$ cat src/rtl/rn_stall_pkg.sv
package rn_stall_pkg;

   typedef enum logic [2:0] {
      ST_IDLE   = 3'd0,
      ST_RUN    = 3'd1,
      ST_BLOCK  = 3'd2,
      ST_UNBLK  = 3'd3,
      ST_SQUASH = 3'd4,
      ST_SERIAL = 3'd5
   } rn_state_e;

   // stall sources held as sticky bits
   localparam int unsigned SRC_ISSUE  = 0;
   localparam int unsigned SRC_COMMIT = 1;
   localparam int unsigned N_SRC      = 2;

   function automatic int unsigned skid_cap(input int unsigned dly,
                                            input int unsigned dec_w,
                                            input int unsigned ren_w);
      return 2 * (dly * dec_w) + ren_w;
   endfunction

endpackage

$ cat src/rtl/rn_sticky_stall.sv
module rn_sticky_stall #(
   parameter int unsigned N_SRC = 2
) (
   input  logic             clk,
   input  logic             rst_n,
   input  logic [N_SRC-1:0] set_i,
   input  logic [N_SRC-1:0] clr_i,
   output logic [N_SRC-1:0] eff_o
);

   logic [N_SRC-1:0] held_q;

   if (N_SRC < 1) begin : g_bad_cfg
      $error("rn_sticky_stall: N_SRC must be at least 1");
   end

   // this cycle's pulses take effect at once; the register carries them on
   assign eff_o = set_i | (held_q & ~clr_i);

   always_ff @(posedge clk) begin
      if (!rst_n) held_q <= '0;
      else        held_q <= eff_o;
   end

   for (genvar i = 0; i < N_SRC; i++) begin : g_src
      // an unstall pulse only follows a stall on the same side
      assert_unstall_after_stall_R4: assert property (
         @(posedge clk) disable iff (!rst_n)
         clr_i[i] |-> (held_q[i] | set_i[i]));
   end

endmodule

$ cat src/rtl/rn_skid_ring.sv
module rn_skid_ring #(
   parameter int unsigned ENT_W = 10,
   parameter int unsigned DEPTH = 10,
   localparam int unsigned PTR_W = $clog2(DEPTH),
   localparam int unsigned CNT_W = $clog2(DEPTH + 1)
) (
   input  logic             clk,
   input  logic             rst_n,
   input  logic             clr_i,
   input  logic             pop_i,
   input  logic             push_tail_i,
   input  logic [ENT_W-1:0] tail_d_i,
   input  logic             push_head_i,
   input  logic [ENT_W-1:0] head_d_i,
   output logic [ENT_W-1:0] head_o,
   output logic [CNT_W-1:0] count_o
);

   localparam bit          POW2 = ((DEPTH & (DEPTH - 1)) == 0);
   localparam logic [PTR_W-1:0] LAST = PTR_W'(DEPTH - 1);

   logic [ENT_W-1:0] mem [DEPTH];
   logic [PTR_W-1:0] head_q, tail_idx, inc_idx, dec_idx;
   logic [CNT_W-1:0] count_q;

   if (DEPTH < 2) begin : g_bad_cfg
      $error("rn_skid_ring: DEPTH must be at least 2");
   end

   if (POW2) begin : g_wrap_pow2
      assign tail_idx = PTR_W'(int'(head_q) + int'(count_q));
      assign inc_idx  = head_q + PTR_W'(1);
      assign dec_idx  = head_q - PTR_W'(1);
   end else begin : g_wrap_cmp
      always_comb begin
         int s;
         s = int'(head_q) + int'(count_q);
         tail_idx = (s >= int'(DEPTH)) ? PTR_W'(s - int'(DEPTH)) : PTR_W'(s);
         inc_idx  = (head_q == LAST) ? '0 : head_q + PTR_W'(1);
         dec_idx  = (head_q == '0) ? LAST : head_q - PTR_W'(1);
      end
   end

   always_ff @(posedge clk) begin
      if (!rst_n || clr_i) begin
         head_q  <= '0;
         count_q <= '0;
      end else begin
         head_q  <= pop_i ? inc_idx : (push_head_i ? dec_idx : head_q);
         count_q <= CNT_W'(int'(count_q) - int'(pop_i)
                           + int'(push_head_i) + int'(push_tail_i));
      end
   end

   always_ff @(posedge clk) begin
      if (!clr_i && push_tail_i) mem[tail_idx] <= tail_d_i;
      if (!clr_i && push_head_i) mem[dec_idx]  <= head_d_i;
   end

   assign head_o  = mem[head_q];
   assign count_o = count_q;

   assert_no_overflow_R12: assert property (
      @(posedge clk) disable iff (!rst_n)
      !clr_i |-> (int'(count_q) + int'(push_head_i) + int'(push_tail_i)
                  - int'(pop_i)) <= int'(DEPTH));

   assert_no_pop_empty_R7: assert property (
      @(posedge clk) disable iff (!rst_n)
      pop_i |-> (count_q != '0));

endmodule

$ cat src/rtl/rn_stall_fsm.sv
module rn_stall_fsm
   import rn_stall_pkg::*;
#(
   parameter int unsigned DATA_W  = 8,
   parameter int unsigned IEW_DLY = 2,
   parameter int unsigned DEC_W   = 2,
   parameter int unsigned REN_W   = 2
) (
   input  logic              clk,
   input  logic              rst_n,
   input  logic              in_valid,
   input  logic [DATA_W-1:0] in_data,
   input  logic              in_ser_before,
   input  logic              in_ser_after,
   input  logic              iss_stall,
   input  logic              iss_unstall,
   input  logic              cmt_stall,
   input  logic              cmt_unstall,
   input  logic              cmt_squash,
   input  logic              rob_squashing,
   input  logic              res_exhausted,
   input  logic              rob_empty,
   input  logic              none_inflight,
   output logic [2:0]        state,
   output logic              dec_block,
   output logic              dec_unblock,
   output logic              out_valid,
   output logic [DATA_W-1:0] out_data,
   output logic              out_from_skid,
   output logic [$clog2(2*IEW_DLY*DEC_W+REN_W+1)-1:0] skid_count,
   output logic [DATA_W-1:0] skid_head
);

   localparam int unsigned SKID_DEPTH = skid_cap(IEW_DLY, DEC_W, REN_W);
   localparam int unsigned ENT_W      = DATA_W + 2;
   localparam int unsigned CNT_W      = $clog2(SKID_DEPTH + 1);
   localparam int unsigned SB_BIT     = DATA_W;      // serialize-before mark
   localparam int unsigned SA_BIT     = DATA_W + 1;  // serialize-after mark

   if (DATA_W < 1 || IEW_DLY < 1 || DEC_W < 1 || REN_W < 1) begin : g_bad_cfg
      $error("rn_stall_fsm: all size parameters must be at least 1");
   end

   rn_state_e        st, nxt_st;
   logic [ENT_W-1:0] hold_q, hold_n, in_ent, sk_head, f_hd;
   logic [CNT_W-1:0] sk_cnt;
   logic             pend_q, pend_n;
   logic [N_SRC-1:0] stl_set, stl_clr, stl_eff;
   logic             blk, unblk, ov, ofs;
   logic [DATA_W-1:0] od;
   logic             f_clr, f_pt, f_ph, f_pop;
   logic             drained, pend_eff, stall_any;

   assign stl_set[SRC_ISSUE]  = iss_stall;
   assign stl_set[SRC_COMMIT] = cmt_stall;
   assign stl_clr[SRC_ISSUE]  = iss_unstall;
   assign stl_clr[SRC_COMMIT] = cmt_unstall;

   rn_sticky_stall #(.N_SRC(N_SRC)) u_sticky (
      .clk(clk), .rst_n(rst_n), .set_i(stl_set), .clr_i(stl_clr), .eff_o(stl_eff));

   rn_skid_ring #(.ENT_W(ENT_W), .DEPTH(SKID_DEPTH)) u_skid (
      .clk(clk), .rst_n(rst_n), .clr_i(f_clr), .pop_i(f_pop),
      .push_tail_i(f_pt), .tail_d_i(in_ent),
      .push_head_i(f_ph), .head_d_i(f_hd),
      .head_o(sk_head), .count_o(sk_cnt));

   assign in_ent    = {in_ser_after, in_ser_before, in_data};
   assign drained   = rob_empty & none_inflight;
   assign pend_eff  = pend_q & ~drained;
   assign stall_any = (|stl_eff) | res_exhausted | ((st == ST_SERIAL) & ~drained);

   always_comb begin
      int rem;
      nxt_st = st;
      blk = 1'b0; unblk = 1'b0; ov = 1'b0; ofs = 1'b0; od = '0;
      f_clr = 1'b0; f_pt = 1'b0; f_ph = 1'b0; f_pop = 1'b0;
      f_hd = hold_q & ~(ENT_W'(1) << SB_BIT);
      hold_n = hold_q;
      pend_n = pend_q & ~drained;
      rem = 0;
      if (cmt_squash) begin
         if (st == ST_BLOCK || st == ST_UNBLK || st == ST_SERIAL) unblk = 1'b1;
         nxt_st = ST_SQUASH;
         f_clr  = 1'b1;
         pend_n = 1'b0;
      end else if (rob_squashing) begin
         nxt_st = ST_SQUASH;
      end else if (stall_any) begin
         f_pt = in_valid;
         if (st != ST_BLOCK && st != ST_UNBLK && st != ST_SERIAL) blk = 1'b1;
         if (st != ST_SERIAL) nxt_st = ST_BLOCK;
      end else if (st == ST_BLOCK) begin
         nxt_st = ST_UNBLK;
         f_pt   = in_valid;
      end else if (st == ST_SQUASH) begin
         nxt_st = ST_RUN;
      end else if (st == ST_SERIAL) begin
         nxt_st = ST_UNBLK;
         f_ph   = 1'b1;
         f_pt   = in_valid;
      end else if (st == ST_UNBLK) begin
         f_pt = in_valid;
         if (sk_cnt != '0) begin
            f_pop = 1'b1;
            if (sk_head[SB_BIT] | pend_eff) begin
               hold_n = sk_head;
               nxt_st = ST_SERIAL;
               pend_n = 1'b0;
            end else begin
               ov  = 1'b1;
               ofs = 1'b1;
               od  = sk_head[DATA_W-1:0];
               if (sk_head[SA_BIT]) pend_n = 1'b1;
            end
         end
         rem = int'(sk_cnt) - int'(f_pop) + int'(f_pt);
         if (nxt_st == ST_UNBLK && rem == 0) begin
            unblk  = 1'b1;
            nxt_st = ST_RUN;
         end
      end else if (in_valid) begin
         if (in_ser_before | pend_eff) begin
            hold_n = in_ent;
            nxt_st = ST_SERIAL;
            blk    = 1'b1;
            pend_n = 1'b0;
         end else begin
            ov     = 1'b1;
            od     = in_data;
            nxt_st = ST_RUN;
            if (in_ser_after) pend_n = 1'b1;
         end
      end
   end

   always_ff @(posedge clk) begin
      if (!rst_n) begin
         st            <= ST_IDLE;
         hold_q        <= '0;
         pend_q        <= 1'b0;
         dec_block     <= 1'b0;
         dec_unblock   <= 1'b0;
         out_valid     <= 1'b0;
         out_data      <= '0;
         out_from_skid <= 1'b0;
      end else begin
         st            <= nxt_st;
         hold_q        <= hold_n;
         pend_q        <= pend_n;
         dec_block     <= blk;
         dec_unblock   <= unblk;
         out_valid     <= ov;
         out_data      <= od;
         out_from_skid <= ofs;
      end
   end

   assign state      = st;
   assign skid_count = sk_cnt;
   assign skid_head  = sk_head[DATA_W-1:0];

   assert_serial_not_blocked_R5: assert property (
      @(posedge clk) disable iff (!rst_n)
      (st == ST_SERIAL) |=> (st != ST_BLOCK));

   assert_squash_clears_R8: assert property (
      @(posedge clk) disable iff (!rst_n)
      cmt_squash |=> (st == ST_SQUASH) && (skid_count == '0));

   assert_flags_exclusive_R8: assert property (
      @(posedge clk) disable iff (!rst_n)
      !(dec_block && dec_unblock));

   assert_rob_squash_quiet_R9: assert property (
      @(posedge clk) disable iff (!rst_n)
      (rob_squashing && !cmt_squash) |=> (st == ST_SQUASH) && !dec_unblock);

   assert_skid_output_source_R7: assert property (
      @(posedge clk) disable iff (!rst_n)
      out_from_skid |-> ($past(st) == ST_UNBLK) && out_valid);

endmodule

$ cat config.mk
export PLATFORM = sky130hd
export DESIGN_NAME = rn_stall_fsm
export DESIGN_NICKNAME = d
export VERILOG_FILES = /design/src/rtl/rn_stall_pkg.sv /design/src/rtl/rn_sticky_stall.sv /design/src/rtl/rn_skid_ring.sv /design/src/rtl/rn_stall_fsm.sv
export SDC_FILE = /design/constraint.sdc
export NUM_CORES = 1
export LEC_CHECK = 0
export CAP_MARGIN = 40
export CORE_MARGIN = 1.5
export CORE_UTILIZATION = 36
export DETAILED_ROUTE_END_ITERATION = 12
export HOLD_SLACK_MARGIN = 0.1
export PLACE_DENSITY = 0.51
export REMOVE_ABC_BUFFERS = 1
export SYNTH_ARGS = -nofsm -noshare
export SYNTH_HDL_FRONTEND = slang
export SYNTH_HIERARCHICAL = 1
export SYNTH_SLANG_ARGS = --single-unit
$ cat constraint.sdc
create_clock -name clk -period 5.4 [get_ports clk]
set_input_delay 0.81 -clock clk [delete_from_list [all_inputs] [get_ports clk]]
set_output_delay 0.81 -clock clk [all_outputs]
set_load 0.1 [all_outputs]
==> impl_metrics.yaml <==
run_status:
  status: "finished clean"
clock_network:
  path_clk_slew_ps: 60
  ctsRootBufferMaster: "clkbuf_16"
  cts_resized: 0
  cts_buffer_depth: 2
  clk_latency_ps: 420
  cts.sinks: 139
  cts_tree: "yes"
  post-cts-setup-buffer-count: 0
  hold_buffers: 0
  h-tree-depth: 4
  cts_buffers: 17
worst_setup_path:
  crit_type: "flip-flop to flip-flop"
  r2r_slack_ps: 1450
  startpoint_type: "flip-flop"
  critPathRequiredTime_ps: 5520
  arrival_ps: 4070
  cp_max_fo: 14
  cp-end-kind: "flip-flop"
  critPathMaxStageDelay_ps: 770
  rr_startpoint: "u_skid/head_q[0]"
  crit_slowest_cell: "o31ai_2"
  worstRegToRegCells: 9
  path_cells: "ha_1 -> fa_1 -> inv_1 -> ha_1 -> o21ai_0 -> a31oi_2 -> xnor2_1 -> o31ai_2 -> buf_4"
  rr_endpoint: "u_skid/mem[1][3]"
  cpMostUsedCell: "ha_1"
grt:
  met1_usage_pct: 26.6
  grt_pass1_vias: 5396
  grtUsageMet3_pct: 3.69
  gr-usage-met2_pct: 32.7
  grt_max_degree: 21
  grt_overflow: 0
  grt_pass1_wl_microns: 32400
  antenna_found_initial: 0
  grtUsageTotal_pct: 20.1
  busiest_layer: "met2"
finish:
  nets: 733
  fill_cells: 1922
  antennaDiodeCount: 0
  syn_to_final_growth_pct: 23.4
  stdcell_count: 981
  final_cell_mix: "mux2_2, edfxtp_1, clkdlybuf4s50_1"
  drive_above_1_share_pct: 31.2
  regArea_sq_mm: 0.00378
  multi_input_area_sq_mm: 0.00366
  final_util_pct: 45.4
yosys:
  synth_flop_cell: "edfxtp_1"
  ys_ff_latch: 139
  synth_cells: 631
  ys_async_sr_fraction_pct: 0
  synth_edf_count: 100
  ys_seq_area_share_pct: 49.0
  synth_xor_xnor_area_share_pct: 1.25
  synth_compound_area_share_pct: 10.4
  synth_top_family_by_area: "multiplexers"
  synth_mux_area_share_pct: 21.7
  syn_area_per_cell_sq_um: 12.2
  synth-simple-area-share_pct: 10.2
  synth-adder-area-share_pct: 3.21
  synth_cell_types: 70
  syn_area_sq_mm: 0.00773
  yosys_warnings: 6
sta:
  min_period_over_period_pct: 73.2
  tightestPinTransition_ps: 909
  finClkSkew_ps: 10.0
  fmaxAchievable_mhz: 253
  rsz0062_at_grt: "no"
  maxSlewHeadroom_pct: 39.0
  tns_ps: 0
  final.min_clock_period_ps: 3950
  setup_viol: 0
  drv_slew: 0
  hold_viol: 0
floorplan:
  initial_core_util_pct: 36.8
  die_h_microns: 150
  ios: 49
  die-area_sq_mm: 0.0224
  coreArea_sq_mm: 0.0210
  die_w_microns: 150
  rows: 53
route:
  drt_pass1_iterations: 5
  drc_errors: 0
  vias: 5463
  wire_per_inst_microns: 22.1
  viasPerCell: 5.57
  ant_nets: 0
  totalWireLength_microns: 21700
  initialDrtViolationCount: 381
min_path:
  hp-class: "flip-flop to flip-flop"
  hp-start: "u_sticky/held_q[0]"
  min_path_cells: 2
  hold_end: "u_sticky/held_q[0]"
place:
  gp_congestion: 0.803
  hpwl_microns: 14700
  dp.cells: 949
  port_buffers: 48
pwr:
  p_per_area_mw_per_mm2: 250
  p_leak_nw: 3.33
  ir_worst_vdd_uv: 195
  fin_total_pwr_mw: 2.38
run:
  max_cap_violations: 0
[logic make-up after synthesis]
family	after synthesis
buffers and inverters	79
other	1
adders and majority gates	18
muxes	130
and+or+nand+nor	154
xor gates and xnor gates	11
AOI/OAI and AO/OA	99
DFF	139
[flip-flops by register name (all words and copies together), names as in the netlist, named ones only]
name	count
u_sticky/held_q	2
out_data	8
pend_q	1
out_valid	1
dec_unblock	1
out_from_skid	1
u_skid/mem	100
u_skid/count_o	4
u_skid/head_q	4
state	3
hold_q	9
dec_block	1
[worst max-delay path by stage]
stage / startpoint / to / slack (ps) / depth (start not counted)
6_report: u_skid/head_q[0] / u_skid/mem[1][3] / 1450 / 9
4_1_cts: u_skid/head_q[0] / u_skid/mem[1][3] / 1440 / 9
3_5_place_dp: cmt_unstall / u_skid/mem[5][0] / 1080 / 11
5_1_grt: cmt_unstall / u_skid/mem[5][8] / 1210 / 11
3_3_place_gp: cmt_unstall / u_skid/mem[5][0] / 1210 / 11
2_1_floorplan: flip-flop / skid_head[0] / 1130 / 4
[layer usage]
metal  part of all wire, %  routed length (microns)
met5                     0                        0
met4                   2.1                      464
met3                   4.5                      975
met2                    49                    10500
met1                    45                     9670
[Yosys cell counts (all sizes together), types with 4 or more instances]
| master | count | area share (%) |
|---|---|---|
| edfxtp | 100 | 39 |
| mux2 | 100 | 15 |
| nor2 | 40 | 2.0 |
| dfxtp | 39 | 10 |
| nand2 | 38 | 1.8 |
| buf | 31 | 1.8 |
| clkbuf | 24 | 1.2 |
| inv | 24 | 1.2 |
| mux4 | 20 | 5.8 |
| a21oi | 18 | 1.2 |
| nor2b | 17 | 1.6 |
| ha | 15 | 2.4 |
| a211oi | 14 | 1.4 |
| nor3 | 14 | 0.91 |
| mux2i | 10 | 1.3 |
| a311oi | 9 | 1.1 |
| a32oi | 8 | 0.91 |
| o21ai | 7 | 0.45 |
| nand3 | 6 | 0.39 |
| xor2 | 6 | 0.68 |
| and3 | 5 | 0.40 |
| nand2b | 5 | 0.40 |
| nand3b | 5 | 0.49 |
| xnor2 | 5 | 0.57 |
| o211ai | 4 | 0.39 |
| or3 | 4 | 0.32 |
[critical path: cells and delay by family, from the launching register on]
family | cells | cell delay (ps)
compound gates | 3 | 1170
fa+ha+maj | 3 | 1030
flops | 1 | 670
buf+inv | 2 | 460
xor+xnor | 1 | 300
[power breakdown]
part	internal, mW	switching, mW	leakage, nW	total, mW
combinational	0.0680	0.0769	1.84	0.145
clock	0.628	0.462	0.275	1.09
sequential	1.15	0.00433	1.22	1.15
total	1.84	0.543	3.33	2.38
[through the flow]
step	area [sq um]	setup slack, ps	hold slack, ps
3_5_place_dp	8980	1080	573
6_report	9540	1450	588
2_1_floorplan	7500	1130	531
5_1_grt	9540	1210	611
4_1_cts	9540	1440	592
3_3_place_gp	8480	1210	551
[cell type report]
type	count	area share [%]
tap	275	3.61
sequential	139	39.7
clock buffer	19	4.87
timing repair buffer	98	11.6
multi-input combinational	413	38.3
inverter	24	0.945
clock inverter	13	0.945
Note: power is estimated with default switching activity, not from simulation.
